<file path="src/rtl/tcs_pkg.sv">
package tcs_pkg;

    typedef enum logic [1:0] {
        CKM_INTERNAL = 2'd0,
        CKM_TRIGGER  = 2'd1,
        CKM_PIN      = 2'd2,
        CKM_SPARE    = 2'd3
    } ckmode_e;

    typedef enum logic [1:0] {
        FLT_LOW  = 2'd0,
        FLT_RISE = 2'd1,
        FLT_HIGH = 2'd2,
        FLT_FALL = 2'd3
    } flt_state_e;

endpackage

</file>
<file path="src/rtl/tcs_sync.sv">
module tcs_sync #(
    parameter int W      = 1,
    parameter int STAGES = 2
) (
    input  logic         clk,
    input  logic [W-1:0] din,
    output logic [W-1:0] dout
);
    logic [W-1:0] pipe [STAGES];

    always_ff @(posedge clk) begin
        pipe[0] <= din;
        for (int s = 1; s < STAGES; s++) begin
            pipe[s] <= pipe[s-1];
        end
    end

    assign dout = pipe[STAGES-1];
endmodule

</file>
<file path="src/rtl/tcs_glitch_filter.sv">
module tcs_glitch_filter
    import tcs_pkg::*;
#(
    parameter int SEL_W = 2
) (
    input  logic             clk,
    input  logic             rst_n,
    input  logic [SEL_W-1:0] run_sel,
    input  logic             din,
    output logic             level,
    output logic             changed
);
    localparam int MAX_N = 1 << ((1 << SEL_W) - 1);
    localparam int CNT_W = (MAX_N > 2) ? $clog2(MAX_N) : 1;

    flt_state_e       state_q, state_d;
    logic [CNT_W-1:0] cnt_q, cnt_d;
    logic [CNT_W-1:0] need_m1;
    logic             level_q;

    always_comb begin
        need_m1 = CNT_W'((32'd1 << run_sel) - 32'd1);
    end

    // next-state logic
    always_comb begin
        state_d = state_q;
        cnt_d   = cnt_q;
        unique case (state_q)
            FLT_LOW: begin
                if (din) begin
                    if (need_m1 == '0) begin
                        state_d = FLT_HIGH;
                        cnt_d   = '0;
                    end else begin
                        state_d = FLT_RISE;
                        cnt_d   = CNT_W'(1);
                    end
                end
            end
            FLT_RISE: begin
                if (!din) begin
                    state_d = FLT_LOW;
                    cnt_d   = '0;
                end else if (cnt_q >= need_m1) begin
                    state_d = FLT_HIGH;
                    cnt_d   = '0;
                end else begin
                    cnt_d = cnt_q + 1'b1;
                end
            end
            FLT_HIGH: begin
                if (!din) begin
                    if (need_m1 == '0) begin
                        state_d = FLT_LOW;
                        cnt_d   = '0;
                    end else begin
                        state_d = FLT_FALL;
                        cnt_d   = CNT_W'(1);
                    end
                end
            end
            FLT_FALL: begin
                if (din) begin
                    state_d = FLT_HIGH;
                    cnt_d   = '0;
                end else if (cnt_q >= need_m1) begin
                    state_d = FLT_LOW;
                    cnt_d   = '0;
                end else begin
                    cnt_d = cnt_q + 1'b1;
                end
            end
            default: begin
                state_d = FLT_LOW;
                cnt_d   = '0;
            end
        endcase
    end

    // state register
    always_ff @(posedge clk or negedge rst_n) begin
        if (!rst_n) begin
            state_q <= FLT_LOW;
            cnt_q   <= '0;
            level_q <= 1'b0;
        end else begin
            state_q <= state_d;
            cnt_q   <= cnt_d;
            level_q <= level;
        end
    end

    // outputs
    always_comb begin
        level   = (state_q == FLT_HIGH) || (state_q == FLT_FALL);
        changed = level ^ level_q;
    end

    AST_FLT_ACCEPT_LEVEL: assert property (@(posedge clk) disable iff (!rst_n)
        (level != $past(level)) |-> ($past(din) == level));

    AST_FLT_PENDING_RUN: assert property (@(posedge clk) disable iff (!rst_n)
        (state_q == FLT_RISE) |-> $past(din));
endmodule

</file>
<file path="src/rtl/tcs_edge_prescaler.sv">
module tcs_edge_prescaler #(
    parameter int SEL_W = 2
) (
    input  logic             clk,
    input  logic             rst_n,
    input  logic [SEL_W-1:0] div_sel,
    input  logic             edge_i,
    output logic             tick_o
);
    localparam int MAX_DIV = 1 << ((1 << SEL_W) - 1);
    localparam int CNT_W   = (MAX_DIV > 2) ? $clog2(MAX_DIV) : 1;

    logic [CNT_W-1:0] cnt_q;
    logic [CNT_W-1:0] div_m1;

    always_comb begin
        div_m1 = CNT_W'((32'd1 << div_sel) - 32'd1);
        tick_o = edge_i && (cnt_q >= div_m1);
    end

    always_ff @(posedge clk or negedge rst_n) begin
        if (!rst_n) begin
            cnt_q <= '0;
        end else if (edge_i) begin
            cnt_q <= tick_o ? '0 : cnt_q + 1'b1;
        end
    end

    AST_PSC_STEP: assert property (@(posedge clk) disable iff (!rst_n)
        (edge_i && !tick_o) |=> (cnt_q == $past(cnt_q) + 1'b1));

    AST_PSC_IDLE: assert property (@(posedge clk) disable iff (!rst_n)
        !edge_i |=> $stable(cnt_q));

    AST_PSC_WRAP: assert property (@(posedge clk) disable iff (!rst_n)
        tick_o |=> (cnt_q == '0));
endmodule

</file>
<file path="src/rtl/tcs_top.sv">
module tcs_top
    import tcs_pkg::*;
#(
    parameter int XTRIG_N     = 4,
    parameter int FLT_SEL_W   = 2,
    parameter int PSC_SEL_W   = 2,
    parameter int SYNC_STAGES = 2,
    localparam int TSEL_W     = $clog2(XTRIG_N + 4)
) (
    input  logic                 clk,
    input  logic                 rst_n,
    input  logic [1:0]           clk_mode,
    input  logic [TSEL_W-1:0]    trig_sel,
    input  logic                 pin_invert,
    input  logic [FLT_SEL_W-1:0] pin_flt,
    input  logic [PSC_SEL_W-1:0] pin_psc,
    input  logic [FLT_SEL_W-1:0] ch_flt,
    input  logic                 ext_pin,
    input  logic [XTRIG_N-1:0]   xtrig,
    input  logic                 ch1_in,
    input  logic                 ch2_in,
    output logic                 tick
);
    localparam int SEL_CH1_ANY = XTRIG_N + 1;
    localparam int SEL_CH1     = XTRIG_N + 2;
    localparam int SEL_CH2     = XTRIG_N + 3;

    // synchronizers
    logic               pin_s, ch1_s, ch2_s;
    logic [XTRIG_N-1:0] xt_s;

    tcs_sync #(.W(1), .STAGES(SYNC_STAGES)) u_sync_pin (
        .clk(clk), .din(ext_pin), .dout(pin_s));
    tcs_sync #(.W(XTRIG_N), .STAGES(SYNC_STAGES)) u_sync_xt (
        .clk(clk), .din(xtrig), .dout(xt_s));
    tcs_sync #(.W(1), .STAGES(SYNC_STAGES)) u_sync_ch1 (
        .clk(clk), .din(ch1_in), .dout(ch1_s));
    tcs_sync #(.W(1), .STAGES(SYNC_STAGES)) u_sync_ch2 (
        .clk(clk), .din(ch2_in), .dout(ch2_s));

    // pin path: polarity, filter, rising edge, divider
    logic pin_pol, pin_lvl, pin_chg, pin_rise, pin_tick;

    assign pin_pol  = pin_s ^ pin_invert;
    assign pin_rise = pin_chg & pin_lvl;

    tcs_glitch_filter #(.SEL_W(FLT_SEL_W)) u_flt_pin (
        .clk(clk), .rst_n(rst_n), .run_sel(pin_flt), .din(pin_pol),
        .level(pin_lvl), .changed(pin_chg));

    tcs_edge_prescaler #(.SEL_W(PSC_SEL_W)) u_psc_pin (
        .clk(clk), .rst_n(rst_n), .div_sel(pin_psc), .edge_i(pin_rise),
        .tick_o(pin_tick));

    // channel filters
    logic ch1_lvl, ch1_chg, ch2_lvl, ch2_chg;

    tcs_glitch_filter #(.SEL_W(FLT_SEL_W)) u_flt_ch1 (
        .clk(clk), .rst_n(rst_n), .run_sel(ch_flt), .din(ch1_s),
        .level(ch1_lvl), .changed(ch1_chg));

    tcs_glitch_filter #(.SEL_W(FLT_SEL_W)) u_flt_ch2 (
        .clk(clk), .rst_n(rst_n), .run_sel(ch_flt), .din(ch2_s),
        .level(ch2_lvl), .changed(ch2_chg));

    // inter-timer rising edges
    logic [XTRIG_N-1:0] xt_q, xt_rise;

    for (genvar g = 0; g < XTRIG_N; g++) begin : g_xt
        always_ff @(posedge clk or negedge rst_n) begin
            if (!rst_n) xt_q[g] <= 1'b0;
            else        xt_q[g] <= xt_s[g];
        end
        assign xt_rise[g] = xt_s[g] & ~xt_q[g];

        AST_XT_ONE_CYCLE: assert property (@(posedge clk) disable iff (!rst_n)
            xt_rise[g] |=> !xt_rise[g]);
    end

    // trigger multiplexer
    logic trig_pulse;
    int   sel_int;

    always_comb begin
        sel_int    = int'(trig_sel);
        trig_pulse = 1'b0;
        if (sel_int == 0) begin
            trig_pulse = pin_tick;
        end
        for (int i = 0; i < XTRIG_N; i++) begin
            if (sel_int == i + 1) trig_pulse = xt_rise[i];
        end
        if (sel_int == SEL_CH1_ANY) trig_pulse = ch1_chg;
        if (sel_int == SEL_CH1)     trig_pulse = ch1_chg & ch1_lvl;
        if (sel_int == SEL_CH2)     trig_pulse = ch2_chg & ch2_lvl;
    end

    // mode decode and tick output
    ckmode_e mode_e;
    logic    tick_d, tick_q;

    always_comb begin
        mode_e = ckmode_e'(clk_mode);
        tick_d = 1'b0;
        unique case (mode_e)
            CKM_INTERNAL: tick_d = 1'b1;
            CKM_TRIGGER:  tick_d = trig_pulse;
            CKM_PIN:      tick_d = pin_tick;
            CKM_SPARE:    tick_d = 1'b1;
            default:      tick_d = 1'b0;
        endcase
    end

    always_ff @(posedge clk or negedge rst_n) begin
        if (!rst_n) tick_q <= 1'b0;
        else        tick_q <= tick_d;
    end

    assign tick = tick_q;

    AST_INT_EVERY_CYCLE: assert property (@(posedge clk) disable iff (!rst_n)
        ((clk_mode == 2'd0) || (clk_mode == 2'd3)) |=> tick);

    AST_PIN_ONLY_SOURCE: assert property (@(posedge clk) disable iff (!rst_n)
        ((clk_mode == 2'd2) && !pin_tick) |=> !tick);

    AST_PIN_TICK_FOLLOWS: assert property (@(posedge clk) disable iff (!rst_n)
        ((clk_mode == 2'd2) && pin_tick) |=> tick);

    AST_RESET_QUIET: assert property (@(posedge clk)
        !rst_n |-> !tick);
endmodule

</file>
<file path="config.mk">
export PLATFORM = sky130hd
export DESIGN_NAME = tcs_top
export DESIGN_NICKNAME = d
export VERILOG_FILES = /design/src/rtl/tcs_pkg.sv /design/src/rtl/tcs_sync.sv /design/src/rtl/tcs_glitch_filter.sv /design/src/rtl/tcs_edge_prescaler.sv /design/src/rtl/tcs_top.sv
export SDC_FILE = /design/constraint.sdc
export NUM_CORES = 1
export LEC_CHECK = 0
export BUFFER_PORTS_ARGS = -buffer_cell sky130_fd_sc_hd__buf_2
export CORE_MARGIN = 5
export CORE_UTILIZATION = 58
export DETAILED_ROUTE_END_ITERATION = 6
export PLACE_DENSITY_LB_ADDON = 0.3
export SYNTH_ARGS = -nofsm -noshare
export SYNTH_HDL_FRONTEND = slang
export SYNTH_SLANG_ARGS = --single-unit
</file>
<file path="constraint.sdc">
create_clock -name clk -period 2.7 [get_ports clk]
set_input_delay 0 -clock clk [delete_from_list [all_inputs] [get_ports clk]]
set_output_delay 0 -clock clk [all_outputs]
set_load 0.01 [all_outputs]
</file>
Word-level counts from Yosys, hierarchy flattened
Memory sizes are Yosys's and may differ from the RTL's.
Cells that the tools add are included.

word-level totals
  memories kept = 4
  bits in registers = 26
  latch bits = 0
  bits in writable memories = 14
  output and inout bits = 1
  word-level logic and storage cells = 152
  memory bits (read-only) = 0

memories
  name             depth  width  read ports  clocked after Yosys merged registers in  wr ports  RTL line       source
  u_sync_xt.pipe   2      4      2           0                                        2         tcs_sync.sv:9  logic [W-1:0] pipe [STAGES];
  u_sync_ch1.pipe  2      1      2           0                                        2         tcs_sync.sv:9
  u_sync_ch2.pipe  2      1      2           0                                        2         tcs_sync.sv:9
  u_sync_pin.pipe  2      1      2           0                                        2         tcs_sync.sv:9

operators by class
  div/mod/pow operators = 0
  shift-type cells = 3
  add/subtract/negate cells = 7
  multipliers = 0
  reductions and logical operators = 18
  equality and inequality tests = 31
  $lt $le $gt $ge = 4
  bitwise logic cells = 15
  muxes and demuxes = 55

operators by type and width
  cell                   count
  $mux W3                16
  $mux W2                22
  $pmux W3 S4            3
  $pmux W2 S4            3
  $eq A2 B2 Y1 const B   8
  $add A3 B1 Y3 const B  4
  $eq A3 B3 Y1 const B   4
  $ge A3 B3 Y1           4
  $reduce_and A4 Y1      3
  $mux W1                10
  $logic_not A3 Y1       3
  $ne A3 B1 Y1 const B   3
  $ne A3 B3 Y1 const B   3
  $shl A1 B2 Y3 const A  3
  $sub A3 B1 Y3 const B  3
  $eq A2 B1 Y1 const B   4
  $logic_not A2 Y1       4
  $and A1 B1 Y1          7
  $eq A3 B2 Y1 const B   2
  $ne A2 B1 Y1 const B   3
  $ne A2 B2 Y1 const B   3
  $reduce_and A2 Y1      3
  $not A1 Y1             4
  $xor A1 B1 Y1          4
  other kinds (5)        7

Depth between registers and ports, before layout
  depth in word-level cells = 14
  gate-level depth with buffers = 8
  mapped depth without buffers = 8

By module
Synthesis repeated with hierarchy kept, for this count alone.

unflattened totals
  cells, all modules = 193
  area, all modules = 1,933.1 µm²

by module, submodules not included
  module                      cells an instance  area each (µm²)  sequential area each (µm²)  times used
  tcs_glitch_filter           41                 372.9            150.1                       3
  tcs_top                     27                 281.5            125.1                       1
  tcs_edge_prescaler          25                 222.7            75.1                        1
  tcs_sync at u_sync_xt       12                 190.2            160.2                       1
  tcs_sync at u_sync_ch1 ...  2                  40.0             40.0                        3

Least setup slack after synthesis
Ideal clock, no wire load.

  kind = in2reg
  start = input port pin_flt[0]
  end = register u_flt_pin.state_q[1]
  path buffers = 1
  setup time = 0.135 ns
  arrival time = 1.664 ns
  required time = 2.565 ns
  stages on the path = 8
  slack = 0.901 ns
  cells stage by stage = or2_2 > clkbuf_1 > ha_1 > nand2b_4 > a21o_1 > a2111o_1 > o22ai_1 > a31oi_1

on the way
  word-level cells in the longest chain between the ends = 6
  elaborated cells between the ends (all ways) = 12

ends and longest elaborated chain
  element                                                               RTL line                 source
  start: declaration                                                    tcs_top.sv:15            input logic [FLT_SEL_W-1:0] pin_flt,
  $shl A1 B2 Y3 (*)                                                     tcs_glitch_filter.sv:22  need_m1 = CNT_W'((32'd1 << run_sel) - 32'd1);
  $sub A3 B1 Y3 (*)                                                     tcs_glitch_filter.sv:22
  parallel branches: the longest is 4 deep, another holds $ge A3 B3 Y1  n/a
  end signal: assignment                                                tcs_glitch_filter.sv:88  state_q <= state_d;
  end: declaration                                                      tcs_glitch_filter.sv:16  flt_state_e state_q, state_d;

Mark *: on every way between the ends. The select of a mux whose other input is x is not followed.
A chain may end at the register's enable or synchronous reset.

Worst setup path after layout
  start = register u_flt_pin.cnt_q[0]
  end = register u_flt_pin.cnt_q[2]

on the way
  word-level cells in the longest chain between the ends = 4
  elaborated cells between the ends (all ways) = 6

ends and longest elaborated chain
  element                                        RTL line                                          source
  start: declaration                             tcs_glitch_filter.sv:17                           logic [CNT_W-1:0] cnt_q, cnt_d;
  start signal: assignment                       tcs_glitch_filter.sv:89                           cnt_q <= cnt_d;
  $add A3 B1 Y3 or $ge A3 B3 Y1 (tied branches)  n/a
  $mux W3 (*)                                    tcs_glitch_filter.sv:45, tcs_glitch_filter.sv:67
  $mux W3, on equally long branches              tcs_glitch_filter.sv:64, tcs_glitch_filter.sv:42
  $pmux W3 S4 (*)                                tcs_glitch_filter.sv:29                           unique case (state_q)

Every way passes the cells marked *; elsewhere a longest branch is shown, timed or not.

==> reports/results.txt <==
Syn Area/Cell: 10.5 µm²
CP dominant cell by count: a21o_1
Reg power frac: 46.1%
Most frequent cells in the layout: 26 x dfrtp_1, 21 x inv_1, 21 x buf_2, 19 x nand2_1, 19 x ha_1
Critical Path Source Type: flip-flop
Clk root buf: clkbuf_4
Peak supply drop: 0.463 mV
Worst Hold Class: input pin to flip-flop
Yosys reg bits: 40
Cells on worst reg2reg path: 7
Worst path cell trace: inv_1, ha_1, nand2b_4, a21o_1, a2111o_1, nor3b_2, a21o_1
Tcrit/Tclk final: 71.0%
Crit Reg-Reg Endpoint: u_flt_pin.cnt_q[2]
Final GP Congestion: 0.776
DR WL/cell: 11.9 µm
FMAX: 522 MHz
Post-cts resize count: 0
Layout Utilization: 70.4%
Setup violations, final: 0
Pre-CTS setup slack: 0.734 ns
Detailed Route WL: 2990 µm
Die width: 66.0 µm
Hold wc startpoint: trig_sel[1]
IO Count: 22
Vias after detailed routing: 1290
Endpoints failing hold: 0
WP data required: 2.97 ns
Port bufs: 21
Core Area: 3030 µm²
GRT Residual Overflow: 0
Total routing usage reported by global routing: 16.8%
Initial Util: 60.1%
Post-Syn Area: 1820 µm²
Area grow syn2layout: 17.1%
RR Startpoint: u_flt_pin.cnt_q[0]
Max Cap Viol: 0
H-Tree Depth: 2
Synth warn: 0
Vias in the first global route: 1280
Sw Pwr: 0.659 mW
Clock power share: 19.5%
Initial DRC count: 54
Reg2Reg Setup Slack: 0.78 ns
Critical Path Max Stage Delay: 0.51 ns
CTS tree: yes
Clk_lat worst skew: 0.33 ns
Worst setup path class: flip-flop to flip-flop
Worst Tran Pin Value: 0.571 ns
Buffers plus inverters on the worst setup path: 1
Logic pwr share: 34.4%
Clock slew at reported path FFs: 0.11 ns
Layout net count: 247
Cts bufs inserted: 5
Fill cells: 229
WHS Endpoint: tick
Placement row count: 20
Setup_tns: 0 ns
Largest delay contributor family on the critical path: compound AO/OA/AOI/OAI gates
Tmin final: 1.92 ns
Post-Syn Instances: 174
Die area: 4360 µm²
Synth area leader: dfrtp_1
Top cells by area, synth: dfrtp_1 36%, dfxtp_1 15%, ha_1 13%
Cell-internal power: 1.25 mW
Hpwl dp: 2260 µm
Slowest cell on the critical path: a2111o_1
Worst setup path start: u_flt_pin.cnt_q[0]
First-pass GRT wire length: 5550 µm
Post-DRT Antenna Nets: 0
Fin worst setup slack: 0.783 ns
RSZ-0062 raised after global routing: no
Diodes inserted: 0
Slew Viols, Final: 0
Initial antenna violation count: 0
Status: finished clean
Leakage power: 1.06 nW
Clk sinks: 40
Arrival @ worst endpoint: 2.19 ns
Power per cell area: 896 nW/µm²
Drt drc: 0
Die Y-Extent: 66.0 µm
Hold Crit Depth: 4
CP Capture Type: flip-flop
Sw Share: 34.5%
Share of the synthesized area in the top cell type: 35.7%
Synth unique cells: 34
Max clock buf depth: 2
Slew HR: 61.9%
Crit Path Max Fanout: 7
Largest net degree at the start of global routing: 27
Layout cells sized above 1: 17.8%
Number of detailed-route iterations in the first pass: 4
Clock Skew: 0.00625 ns
Sequential area share after synthesis: 51.1%
DR vias/cell: 5.12
Commonest non-fill, non-tap cell in the layout: dfrtp_1
Synthesized Nets: 214
==> Yosys cell counts <==
cell type  count
a2111o_1       1
a211oi_1       1
a21o_1         5
a21oi_1        6
a31oi_1        3
and2_1         1
clkbuf_1       4
dfrtp_1       26
dfxtp_1       14
ha_1          19
inv_1         21
mux2_2         2
nand2_1       19
nand2b_1       5
nand2b_4       1
nand3_1        1
nand3b_1       2
nor2_1         5
nor2b_1        2
nor3_1         1
nor3b_1        3
nor3b_2        1
o2111ai_2      1
o21ai_0       11
o21ai_2        2
o21bai_1       1
o22ai_1        5
o311ai_0       1
o31ai_1        2
o32a_1         1
o32ai_1        1
or2_2          2
xnor2_1        2
xor2_1         2
==> logic make-up after synthesis <==
group | Yosys count | share of synthesized area [%]
simple gates | 43 | 12.4
xor+xnor | 4 | 1.92
buf+inv | 25 | 5.15
mux | 2 | 1.24
fa+ha+maj | 19 | 13.1
flops | 40 | 51.1
compound gates | 41 | 15.1
==> flip-flops by register name, indices dropped and copies added, names as in the netlist <==
signal             cells
tick                   1
u_flt_ch1.cnt_q        3
u_flt_ch1.level_q      1
u_flt_ch1.state_q      2
u_flt_ch2.cnt_q        3
u_flt_ch2.level_q      1
u_flt_ch2.state_q      2
u_flt_pin.cnt_q        3
u_flt_pin.level_q      1
u_flt_pin.state_q      2
u_psc_pin.cnt_q        3
u_sync_ch1.pipe        2
u_sync_ch2.pipe        2
u_sync_pin.pipe        2
u_sync_xt.pipe         8
xt_q                   4
==> power by group through the flow <==
stage,combinational (mW),clock (mW),sequential [mW]
floorplan,0.531,0,0.857
global placement,0.608,0,0.884
detailed placement,0.652,0,0.893
CTS,0.664,0.384,0.881
global route,0.765,0.414,0.908
finish,0.657,0.372,0.880
==> tightest hold or removal path: cells and delay by family <==
family                 cells  cell delay (ns)
AOI/OAI and AO/OA          3             0.21
buffers and inverters      1             0.11
==> area by class of cell <==
cell class | count | area, µm² | area share (%)
flip-flops and latches | 40 | 931 | 43.7
multi-input cells | 109 | 796 | 37.3
repair buffers | 30 | 195 | 9.15
inverters | 21 | 78.8 | 3.70
well taps | 44 | 55.1 | 2.58
clock buffers | 6 | 41.3 | 1.94
clock inverters | 2 | 35.0 | 1.64
==> worst max-delay path by stage <==
| stage | end | slack (ns) | cells after the start |
|---|---|---|---|
| final | u_flt_pin.cnt_q[2] | 0.78 | 7 |
| after detailed placement | u_flt_ch1.state_q[1] | 0.73 | 9 |
| after CTS | u_flt_pin.cnt_q[2] | 0.78 | 7 |
| after floorplan | u_flt_pin.state_q[1] | 0.90 | 8 |
| after global routing | u_flt_pin.state_q[1] | 0.68 | 7 |
| after global placement | u_flt_ch1.state_q[1] | 0.78 | 9 |
==> per-stage QoR <==
step	hold WS [ns]	instances	area [µm²]	total power, mW
floorplan	-0.296	174	1820	1.39
global placement	0.0263	235	1970	1.49
detailed placement	0.0255	235	1970	1.55
CTS	0.00780	252	2130	1.93
global route	0.0434	252	2130	2.09
finish	0.0161	252	2130	1.91
==> routing by layer <==
| layer | share of wire [%] | track usage, % | vias up |
|---|---|---|---|
| met5 | 0 | 0 | - |
| met4 | 1.5 | 5.33 | 0 |
| met3 | 4.4 | 5.61 | 5 |
| met2 | 47 | 25.9 | 24 |
| met1 | 47 | 22.2 | 606 |
| li1 | - | - | 655 |
==> what timing repair did <==
| action | 4_1_cts | 5_1_grt |
|---|---|---|
| setup buffers | 0 | 0 |
| setup endpoints to repair | 0 | 0 |
| hold buffers | 9 | 0 |
| hold endpoints to repair | 34 | 0 |
No activity file was read; power rests on OpenSTA's default activity.
